**config.mk**
```make
export PLATFORM = sky130hd
export DESIGN_NAME = wut_timer
export DESIGN_NICKNAME = d
export VERILOG_FILES = /design/src/rtl/wut_pkg.sv /design/src/rtl/wut_cmd_decode.sv /design/src/rtl/wut_prescaler.sv /design/src/rtl/wut_period_counter.sv /design/src/rtl/wut_timer.sv
export SDC_FILE = /design/constraint.sdc
export NUM_CORES = 1
export LEC_CHECK = 0
export ABC_CLOCK_PERIOD_IN_PS = 3500
export BUFFER_PORTS_ARGS = -buffer_cell sky130_fd_sc_hd__buf_2
export CELL_PAD_IN_SITES_DETAIL_PLACEMENT = 1
export CELL_PAD_IN_SITES_GLOBAL_PLACEMENT = 1
export CORE_ASPECT_RATIO = 0.6
export CORE_MARGIN = 2
export CORE_UTILIZATION = 34
export CTS_BUF_LIST = sky130_fd_sc_hd__clkbuf_2
export CTS_CLUSTER_SIZE = 12
export DETAILED_ROUTE_END_ITERATION = 16
export PLACE_DENSITY_LB_ADDON = 0.1
export SLEW_MARGIN = 20
export SYNTH_ARGS = -nofsm -noshare
export SYNTH_HDL_FRONTEND = slang
export SYNTH_HIERARCHICAL = 1
export SYNTH_SLANG_ARGS = --single-unit
```
**constraint.sdc**
```tcl
create_clock -name clk -period 3.5 [get_ports clk]
set_input_delay 0.175 -clock clk [delete_from_list [all_inputs] [get_ports clk]]
set_output_delay 0.175 -clock clk [all_outputs]
set_load 0.005 [all_outputs]
```
**src/rtl/wut_pkg.sv**
```systemverilog
// Package: shared constants for the wake-up timer.
// Holds the command opcode, the software-reset word and the command kinds.
package wut_pkg;
    localparam int          WUT_CMD_W      = 16;
    localparam logic [2:0]  WUT_OPCODE     = 3'b111;
    localparam logic [15:0] WUT_SOFT_RESET = 16'hFE00;

    typedef enum logic [1:0] {
        WCMD_NONE  = 2'd0,
        WCMD_LOAD  = 2'd1,
        WCMD_SWRST = 2'd2
    } wut_cmd_e;
endpackage

```
**src/rtl/wut_cmd_decode.sv**
```systemverilog
// Module: decodes control words and holds the mantissa and exponent.
// Assumes wr_i is a one-cycle synchronous strobe. An exponent above EXP_MAX
// is clamped. The software-reset word restores the power-on values.
module wut_cmd_decode
    import wut_pkg::*;
#(
    parameter int M_W     = 8,
    parameter int E_W     = 5,
    parameter int EXP_MAX = 23
) (
    input  logic                 clk,
    input  logic                 rst_n,
    input  logic                 wr_i,
    input  logic [WUT_CMD_W-1:0] wr_data_i,
    output logic [M_W-1:0]       mant_o,
    output logic [E_W-1:0]       exp_o,
    output logic                 restart_o,
    output logic                 swrst_o
);
    localparam int E_LSB  = M_W;
    localparam int OP_LSB = M_W + E_W;

    wut_cmd_e       kind;
    logic [E_W-1:0] exp_field;
    logic [E_W-1:0] exp_clamped;
    logic [M_W-1:0] mant_q;
    logic [E_W-1:0] exp_q;

    // Classify the incoming word.
    always_comb begin
        kind = WCMD_NONE;
        if (wr_i && wr_data_i == WUT_SOFT_RESET)
            kind = WCMD_SWRST;
        else if (wr_i && wr_data_i[OP_LSB +: 3] == WUT_OPCODE)
            kind = WCMD_LOAD;
    end

    // Clamp the exponent field to the supported range.
    always_comb begin
        exp_field   = wr_data_i[E_LSB +: E_W];
        exp_clamped = (exp_field > E_W'(EXP_MAX)) ? E_W'(EXP_MAX) : exp_field;
    end

    // Parameter registers.
    always_ff @(posedge clk) begin
        if (!rst_n || kind == WCMD_SWRST) begin
            mant_q <= '0;
            exp_q  <= '0;
        end else if (kind == WCMD_LOAD) begin
            mant_q <= wr_data_i[M_W-1:0];
            exp_q  <= exp_clamped;
        end
    end

    assign mant_o    = mant_q;
    assign exp_o     = exp_q;
    assign restart_o = (kind != WCMD_NONE);
    assign swrst_o   = (kind == WCMD_SWRST);

    // the stored exponent never exceeds the clamp.
    a_r5_exp_clamped: assert property (@(posedge clk) disable iff (!rst_n)
        exp_q <= E_W'(EXP_MAX));
    // the software-reset word restores the power-on parameters.
    a_r8_swrst_defaults: assert property (@(posedge clk) disable iff (!rst_n)
        (wr_i && wr_data_i == WUT_SOFT_RESET) |=> (mant_q == '0 && exp_q == '0));
    // a word with a foreign opcode leaves the parameters alone.
    a_r9_foreign_ignored: assert property (@(posedge clk) disable iff (!rst_n)
        (wr_i && wr_data_i[OP_LSB +: 3] != WUT_OPCODE) |=> ($stable(mant_q) && $stable(exp_q)));
endmodule

```
**src/rtl/wut_prescaler.sv**
```systemverilog
// Module: divides the millisecond tick by 2^exp_i.
// Assumes tick_i is a one-cycle strobe. Issues wrap_o on the tick that
// completes each group of 2^exp_i ticks.
module wut_prescaler #(
    parameter int E_W   = 5,
    parameter int PRE_W = 24
) (
    input  logic           clk,
    input  logic           rst_n,
    input  logic           clear_i,
    input  logic           run_i,
    input  logic           tick_i,
    input  logic [E_W-1:0] exp_i,
    output logic           wrap_o
);
    logic [PRE_W-1:0] cnt_q;
    logic [PRE_W-1:0] term;

    // Terminal count derived from the exponent.
    always_comb term = (PRE_W'(1) << exp_i) - PRE_W'(1);

    assign wrap_o = run_i && !clear_i && tick_i && (cnt_q == term);

    // Tick counter within one prescaler group.
    always_ff @(posedge clk) begin
        if (!rst_n || clear_i || !run_i)
            cnt_q <= '0;
        else if (tick_i)
            cnt_q <= (cnt_q == term) ? '0 : cnt_q + PRE_W'(1);
    end

    // the count stays inside the current group.
    a_r2_pre_bounded: assert property (@(posedge clk) disable iff (!rst_n)
        cnt_q <= term);
    // a restart empties the prescaler.
    a_r7_restart_zero: assert property (@(posedge clk) disable iff (!rst_n)
        clear_i |=> (cnt_q == '0));
endmodule

```
**src/rtl/wut_period_counter.sv**
```systemverilog
// Module: counts prescaler wraps up to the mantissa and fires once.
// Assumes arm_i is a level enable. After a fire, the one-shot state holds
// the counter idle until arm_i drops.
module wut_period_counter #(
    parameter int M_W = 8
) (
    input  logic           clk,
    input  logic           rst_n,
    input  logic           clear_i,
    input  logic           swrst_i,
    input  logic           arm_i,
    input  logic           wrap_i,
    input  logic [M_W-1:0] mant_i,
    output logic           run_o,
    output logic           fire_o
);
    logic [M_W-1:0] mcnt_q;
    logic           done_q;
    logic           fire_q;
    logic           last;

    assign run_o = arm_i && !done_q && (mant_i != '0);
    assign last  = wrap_i && (mcnt_q == mant_i - M_W'(1));

    // Wrap counter.
    always_ff @(posedge clk) begin
        if (!rst_n || clear_i || !arm_i)
            mcnt_q <= '0;
        else if (wrap_i)
            mcnt_q <= last ? '0 : mcnt_q + M_W'(1);
    end

    // One-shot state: set on fire, cleared by disarm or software reset.
    always_ff @(posedge clk) begin
        if (!rst_n || swrst_i || !arm_i)
            done_q <= 1'b0;
        else if (last && !clear_i)
            done_q <= 1'b1;
    end

    // Registered timeout pulse.
    always_ff @(posedge clk) begin
        if (!rst_n)
            fire_q <= 1'b0;
        else
            fire_q <= last && !clear_i;
    end

    assign fire_o = fire_q;

    // no second fire while the one-shot state is held.
    a_r4_no_refire: assert property (@(posedge clk) disable iff (!rst_n)
        (done_q && arm_i) |=> !fire_q);
    // a zero mantissa never fires.
    a_r6_zero_silent: assert property (@(posedge clk) disable iff (!rst_n)
        (mant_i == '0) |=> !fire_q);
    // disarming empties the count and the one-shot state.
    a_r10_disarm_clears: assert property (@(posedge clk) disable iff (!rst_n)
        !arm_i |=> (mcnt_q == '0 && !done_q));
endmodule

```
**src/rtl/wut_timer.sv**
```systemverilog
// Module: top of the exponent-mantissa wake-up timer.
// Assumes tick_i is a calibrated 1 ms one-cycle strobe. The timeout comes
// M x 2^R ticks after arming and fires once per arming.
module wut_timer #(
    parameter int M_W     = 8,
    parameter int E_W     = 5,
    parameter int EXP_MAX = 23
) (
    input  logic        clk,
    input  logic        rst_n,
    input  logic        tick_i,
    input  logic        wr_i,
    input  logic [15:0] wr_data_i,
    input  logic        arm_i,
    output logic        fire_o
);
    localparam int PRE_W = EXP_MAX + 1;

    logic [M_W-1:0] mant;
    logic [E_W-1:0] expo;
    logic           restart;
    logic           swrst;
    logic           run;
    logic           wrap;

    wut_cmd_decode #(.M_W(M_W), .E_W(E_W), .EXP_MAX(EXP_MAX)) u_dec (
        .clk(clk), .rst_n(rst_n), .wr_i(wr_i), .wr_data_i(wr_data_i),
        .mant_o(mant), .exp_o(expo), .restart_o(restart), .swrst_o(swrst)
    );

    wut_prescaler #(.E_W(E_W), .PRE_W(PRE_W)) u_pre (
        .clk(clk), .rst_n(rst_n), .clear_i(restart), .run_i(run),
        .tick_i(tick_i), .exp_i(expo), .wrap_o(wrap)
    );

    wut_period_counter #(.M_W(M_W)) u_cnt (
        .clk(clk), .rst_n(rst_n), .clear_i(restart), .swrst_i(swrst),
        .arm_i(arm_i), .wrap_i(wrap), .mant_i(mant), .run_o(run),
        .fire_o(fire_o)
    );

    // each timeout pulse lasts one cycle.
    a_r3_single_pulse: assert property (@(posedge clk) disable iff (!rst_n)
        fire_o |=> !fire_o);
endmodule

```
==> impl_metrics.py, run 1 <==
metrics = {
    "run_status": {
        "outcome": "finished, violations left",
        "violations": "setup timing",
    },
    "clock_tree": {
        "numCtsBuffers": 5,
        "clkSinkCount": 47,
        "root_buffer": "clkbuf_2",
        "cts_buffer_depth": 2,
        "htreeDepth": 2,
        "clkTransAtPathRegs_ns": 0.25,
        "worstSkewPairLatency_ns": 0.44,
        "cts_tree": "built",
    },
    "placement": {
        "place.gp.congestion": 0.8455,
        "dp_worst_setup_slack_ns": -0.2494,
        "dp.final_hpwl_um": 7667,
        "portBuffers": 21,
    },
    "synth": {
        "yosysWarningCount": 6,
        "synth_mux_area_share_pct": 0.9050,
        "synth_edf_count": 0,
        "yosysUniqueCellTypes": 73,
        "synth_compound_area_share_pct": 16.89,
        "yosysTopAreaCell": "dfxtp_1",
        "post-synth-top-count-cell": "dfxtp_1",
        "synthArstFlopShare_pct": 0,
        "yosysTopAreaCellShare_pct": 28.36,
        "yosys.area_share.simple_pct": 33.45,
        "ys_ff_latch": 47,
        "synth_fp_nets": 442,
        "syn_area_per_cell_um2": 7.976,
        "netlist_area_um2": 3318,
        "synth_xor_area_share_pct": 12.56,
        "synth_seq_area_share_pct": 28.36,
        "synth_flop_cell": "dfxtp_1",
        "synth_common_cells": "dfxtp_1, nand2_1, nor2_1, xnor2_1, xor2_1",
        "synth_top_family_by_area": "simple AND/OR/NAND/NOR gates",
        "netlist_instances": 416,
        "synthAdderAreaFrac_pct": 1.885,
        "synth.area.top_cells": "dfxtp_1, xnor2_1, xor2_1, nand2_1, nor2_2",
    },
    "grt": {
        "grt_overflow": 0,
        "gr-usage-met2_pct": 29.53,
        "grt_antenna_before_repair": 0,
        "grt_pass1_vias": 3142,
        "met1_usage_pct": 31.84,
        "met3_usage_pct": 3.472,
        "grt_util_all_layers_pct": 20.47,
        "top_usage_layer": "met1",
        "grt_pass1_wl_um": 17110,
        "grt_max_degree": 30,
    },
    "pwr": {
        "p_sw_share_pct": 28.31,
        "power_frac_seq_pct": 51.2,
        "cellLeakagePower_nw": 1.382,
        "p_per_area_nw_per_um2": 269.2,
        "p_comb_share_pct": 20.4,
        "pwr-share-clk_pct": 28.4,
        "p_int_w": 0.0007646,
        "p_sw_w": 0.0003019,
        "peakVddDrop_uv": 128.9,
    },
    "detailed_routing": {
        "dr.pass1.iters": 4,
        "via_count": 3206,
        "wl_per_cell_um": 18.32,
        "route.antenna.remaining_nets": 0,
        "drc": 0,
        "drt-initial-drc-count": 170,
        "drt_wl_total_um": 10680,
        "viasPerCell": 5.499,
    },
    "layout": {
        "diodes": 0,
        "syn_to_final_growth_pct": 19.38,
        "final_nets": 479,
        "drive_gt1_share_pct": 24.28,
        "nFillCells": 1156,
    },
    "critical_path": {
        "r2r_cells": 17,
        "crit_slowest_cell": "or3_4",
        "path_buf_inv": 4,
        "cp_max_fo": 10,
        "timing.rr.start": "u_dec/exp_o[2]$_SDFFE_PP0N_",
        "max_stage_delay_ns": 0.41,
        "crit_top_cell": "or3_4",
        "critPathKind": "reg2reg",
        "endpoint_kind": "register",
        "reg2reg_slack_ns": -0.12,
        "r2r-end": "u_cnt/fire_o$_SDFF_PN0_",
        "crit_path_start_kind": "register",
        "required_ns": 3.90,
        "crit_arrival_ns": 4.02,
        "critical-path-top-delay-family": "simple AND/OR/NAND/NOR gates",
        "path_cells": "or3_4, or3_4, ha_4, buf_2, inv_2, a311oi_1, nor3_1, buf_4, and4_4, nand4_1, nor3_2, and3_4, nand3_2, nor4_2, o311a_1, buf_6, and3b_1",
    },
    "sta": {
        "setup_tns_ns": -0.7841,
        "finalCritPeriodShare_pct": 103.5,
        "finalSetupViolations": 10,
        "fin_skew_ns": 0.02273,
        "relSlewSlack_pct": 63.19,
        "worstMarginPinSlew_ns": 0.5506,
        "hold_violations": 0,
        "rsz0062_at_grt": "true",
        "drv_slew": 0,
        "period_needed_ns": 3.622,
        "worst_slack_ns": -0.1216,
        "max_freq_ghz": 0.2761,
    },
    "floorplanning": {
        "core_area_um2": 9324,
        "pin_count": 22,
        "die-area_um2": 10590,
        "initial_core_util_pct": 35.59,
        "die_h_um": 80.52,
        "fp.dieW_um": 131.5,
        "fp-row-count": 27,
    },
    "flow_run": {
        "max_cap_viol_count": 0,
    },
    "min_path": {
        "whs_path_depth": 3,
        "hp-start": "rst_n",
        "hp-class": "in2reg",
        "hold_end": "u_dec/exp_o[4]$_SDFFE_PP0N_",
    },
}
-- cell usage in the layout, fill, tap and decap left out, types with 6 or more instances in the layout --
master         netlist  layout
clkbuf_2             0       6
inv_1               13      12
xor2_1              21      21
buf_4                1      19
o21ai_0              7       7
xnor2_1             24      23
nor2_2              20      22
nand2_1             45      45
buf_2               11      22
dlygate4sd3_1        0      10
nand3b_1             9       9
a21oi_1             19      19
nand3_1             18      16
nor2_1              26      24
dfxtp_1             47      45
nand4_1             15      15
nand2b_1             7       7
nor3_1              16      15
-- layout make-up --
cell class	instances	area (µm²)	share of cell area [%]
Clock buffer	6	30.03	0.7581
Clock inverter	1	30.03	0.7581
Inverter	14	52.55	1.327
Multi-Input combinational cell	327	2257	56.98
Sequential cell	47	943.4	23.82
Tap cell	130	162.7	4.106
Timing Repair Buffer	58	485.5	12.26
-- registers in the layout (all words and copies together) (netlist names) --
signal and flops:
u_pre/cnt_q 24, u_cnt/mcnt_q 8, u_dec/mant_o 8, u_dec/exp_o 5, u_cnt/done_q 1, u_cnt/fire_o 1
-- cell families (layout without fill, tap and decap cells) --
logic type	Yosys count	after routing
flip-flops	47	47
multiplexers	3	3
buffers and inverters	42	79
AND/OR/NAND/NOR	199	199
XOR/XNOR	46	46
AO/OA/AOI/OAI	74	74
adder cells (fa/ha/maj)	5	5
-- worst max-delay path by stage --
| stage | start | slack [ns] | cells after the start | end |
|---|---|---|---|---|
| final | u_dec/exp_o[2]$_SDFFE_PP0N_ | -0.12 | 17 | u_cnt/fire_o$_SDFF_PN0_ |
| after global routing | u_dec/exp_o[2]$_SDFFE_PP0N_ | -0.23 | 15 | u_cnt/fire_o$_SDFF_PN0_ |
| after global placement | u_dec/exp_o[2]$_SDFFE_PP0N_ | -0.01 | 15 | u_cnt/mcnt_q[1]$_SDFFE_PP0P_ |
| after detailed placement | u_dec/exp_o[2]$_SDFFE_PP0N_ | -0.25 | 15 | u_cnt/mcnt_q[1]$_SDFFE_PP0P_ |
| after floorplan | u_dec/exp_o[1]$_SDFFE_PP0N_ | -0.07 | 17 | u_cnt/fire_o$_SDFF_PN0_ |
| after CTS | u_dec/exp_o[2]$_SDFFE_PP0N_ | -0.16 | 15 | u_cnt/fire_o$_SDFF_PN0_ |
-- timing repair --
action | CTS | global route
gates resized for setup | 12 | 6
gates cloned | 0 | 2
setup endpoints to repair | 10 | 29
buffers inserted | 3 | 3
hold buffers | 10 | 0
pin swaps | 4 | 4
hold endpoints to repair | 10 | 0
-- tightest hold or removal path: cells and delay by family --
kind                   cells  cell delay [ns]
AO/OA/AOI/OAI              1             0.07
buffers and inverters      1             0.17
AND/OR/NAND/NOR            1             0.10
-- metrics by stage --
step	util [%]	instances	cell area [µm²]	power [W]	hold slack, ns
final	42.49	583	3961	0.001067	0.07367
after global routing	42.49	583	3961	0.001122	0.02926
after CTS	41.43	580	3862	0.001070	0.03770
after detailed placement	39.02	560	3638	0.0007375	0.4368
after global placement	39.02	560	3638	0.0007351	0.4250
after floorplan	-	416	3348	0.0006709	0.3110
-- layer usage --
metal  share of wire [%]  up-vias
li1                    -     1556
met3                 4.3        5
met5                   0        -
met2                  39       43
met4                0.34        0
met1                  57     1602
-- power groups by stage --
stage,Sequential [W],Clock (W),Combinational [W]
finish,0.000546,0.000303,0.000218
global route,0.000547,0.000341,0.000233
CTS,0.000546,0.000321,0.000203
detailed placement,0.000556,0,0.000182
global placement,0.000555,0,0.000180
floorplan,0.000554,0,0.000117
No activity file was read; power rests on OpenSTA's default activity.
==> inputs of run 2 (changes only) <==
--- a/config.mk
+++ b/config.mk
@@ -11,7 +11,7 @@
 export CELL_PAD_IN_SITES_GLOBAL_PLACEMENT = 1
 export CORE_ASPECT_RATIO = 0.6
 export CORE_MARGIN = 2
-export CORE_UTILIZATION = 34
+export CORE_UTILIZATION = 30
 export CTS_BUF_LIST = sky130_fd_sc_hd__clkbuf_2
 export CTS_CLUSTER_SIZE = 12
 export DETAILED_ROUTE_END_ITERATION = 16
==> run 2 against run 1 <==
  * Fmax up 1.4%
  * Utilization down 5.7 points
  * Clock skew down 0.0077 ns
  * Total power down 6.0%
  * Worst hold slack better by 0.074 ns
  * Via count down 2.0%
  * Sequential share of layout area up 0.24 points
  * Die area up 13%
  * Design area down 0.98%
  * Largest power group unchanged
  * The run still ends with setup timing left
  * Global-route usage down 2.1 points
  * Combinational power down 3%
  * Clock power down 19%
==> impl_metrics.py, run 2 (synthesis results as in run 1) <==
metrics = {
    "clock_tree": {
        "numCtsBuffers": 5,
        "htreeDepth": 2,
        "clkSinkCount": 47,
        "cts_buffer_depth": 2,
        "clkTransAtPathRegs_ns": 0.26,
        "root_buffer": "clkbuf_2",
        "cts_tree": "built",
        "worstSkewPairLatency_ns": 0.46,
    },
    "pwr": {
        "cellLeakagePower_nw": 1.346,
        "p_per_area_nw_per_um2": 255.6,
        "peakVddDrop_uv": 114.3,
        "power.total_w": 0.001003,
    },
    "sta": {
        "worst_slack_ns": -0.07094,
        "max_freq_ghz": 0.2800,
        "worstMarginPinSlew_ns": 0.5499,
        "relSlewSlack_pct": 63.23,
        "finalSetupViolations": 10,
        "hold_violations": 0,
        "finalCritPeriodShare_pct": 102.0,
        "setup_tns_ns": -0.3387,
        "period_needed_ns": 3.571,
        "holdWs_ns": 0.1474,
        "fin_skew_ns": 0.01500,
        "drv_slew": 0,
        "rsz0062_at_grt": "true",
    },
    "layout": {
        "largest_register_ffs": 24,
        "layout_common_cells": "nand2_1, dfxtp_1, nor2_1",
        "top_register": "u_pre/cnt_q",
        "syn_to_final_growth_pct": 18.21,
        "diodes": 0,
        "design_area_um2": 3923,
        "drive_gt1_share_pct": 22.79,
        "final_nets": 477,
    },
    "floorplanning": {
        "die_h_um": 85.47,
        "pin_count": 22,
        "fp-row-count": 29,
        "die-area_um2": 11950,
        "core_area_um2": 10670,
        "fp.dieW_um": 139.8,
        "initial_core_util_pct": 31.10,
    },
    "critical_path": {
        "reg2reg_slack_ns": -0.07,
        "path_buf_inv": 1,
        "crit_slowest_cell": "or3_4",
        "required_ns": 3.92,
        "max_stage_delay_ns": 0.39,
        "crit_path_start_kind": "register",
        "critPathKind": "reg2reg",
        "critical-path-top-delay-family": "simple AND/OR/NAND/NOR gates",
        "cp_max_fo": 10,
        "crit_top_cell": "or3_4",
        "crit_arrival_ns": 3.99,
        "endpoint_kind": "register",
        "path_cells": "or3_4, or3_4, ha_4, nor4bb_1, a21oi_1, o32ai_2, xnor2_1, nand4_1, nor3_2, and3_4, nand3_2, nor4_2, o311a_1, buf_12, and3b_1",
    },
    "placement": {
        "dp_worst_setup_slack_ns": -0.1531,
        "placed_area_um2": 3642,
        "place.gp.congestion": 0.8359,
        "portBuffers": 21,
        "dp.final_hpwl_um": 7999,
    },
    "flow_run": {
        "max_cap_viol_count": 0,
    },
    "detailed_routing": {
        "drc": 0,
        "viasPerCell": 5.318,
        "route.antenna.remaining_nets": 0,
        "wl_per_cell_um": 18.21,
        "drt-initial-drc-count": 182,
        "drt_wl_total_um": 10770,
        "dr.pass1.iters": 5,
        "via_count": 3143,
    },
    "grt": {
        "grt_util_all_layers_pct": 18.41,
        "met3_usage_pct": 3.217,
        "grt_pass1_vias": 3078,
        "met1_usage_pct": 30.47,
        "grt_pass1_wl_um": 17260,
        "grt_overflow": 0,
        "grt_max_degree": 30,
        "top_usage_layer": "met1",
        "gr-usage-met2_pct": 24.21,
        "grt_antenna_before_repair": 0,
    },
    "run_status": {
        "violations": "setup timing",
        "outcome": "finished, violations left",
    },
    "min_path": {
        "hp-class": "in2reg",
    },
}
run 2: where the power goes:
| group | leakage, nW | internal, W | switching (W) | total (W) |
|---|---|---|---|---|
| Clock | 0.0290 | 0.0000507 | 0.000195 | 0.000246 |
| Combinational | 0.938 | 0.0000968 | 0.000114 | 0.000211 |
| Sequential | 0.380 | 0.000541 | 0.00000527 | 0.000546 |
| Total | 1.35 | 0.000688 | 0.000314 | 0.00100 |
run 2: tightest hold or removal path, delay by kind of cell:
kind                   cells  cell delay [ns]
AOI/OAI and AO/OA          2             0.27
buffers and inverters      1             0.09
muxes                      1             0.06
run 2: final cells by class:
class / count / area [µm²]
fillers: 1305 / 6745
multi-input cells: 327 / 2240
flip-flops and latches: 47 / 943.4
repair buffers: 56 / 470.5
well taps: 139 / 173.9
inverters: 14 / 52.55
clock buffers: 6 / 30.03
clock inverters: 2 / 12.51
run 2: per-layer routing:
layer	part of all wire [%]	vias to the layer above
li1	-	1551
met1	58	1541
met2	38	46
met3	3.9	5
met4	0.48	0
met5	0	-
run 2: worst paths after layout:
path                                                     end  cells after the start                         start
worst max-delay path                 u_cnt/fire_o$_SDFF_PN0_                     15   u_dec/exp_o[2]$_SDFFE_PP0N_
worst min-delay path             u_dec/exp_o[0]$_SDFFE_PP0N_                      4                  wr_data_i[8]
worst max register to register       u_cnt/fire_o$_SDFF_PN0_                     15   u_dec/exp_o[2]$_SDFFE_PP0N_
worst min register to register  u_dec/mant_o[1]$_SDFFE_PP0N_                      2  u_dec/mant_o[1]$_SDFFE_PP0N_
run 2: stage by stage:
stage | utilization [%] | instances
3_3_place_gp | 34.14 | 568
3_5_place_dp | 34.14 | 568
2_1_floorplan | - | 416
5_1_grt | 36.77 | 591
6_report | 36.77 | 591
4_1_cts | 35.81 | 587
run 2: repair_timing:
item	CTS	global route
cloned	0	2
hold buffers	10	2
gates resized for setup	6	5
pin swaps	11	7
buffers inserted	1	2
hold endpoints to repair	10	2
setup endpoints to repair	10	21
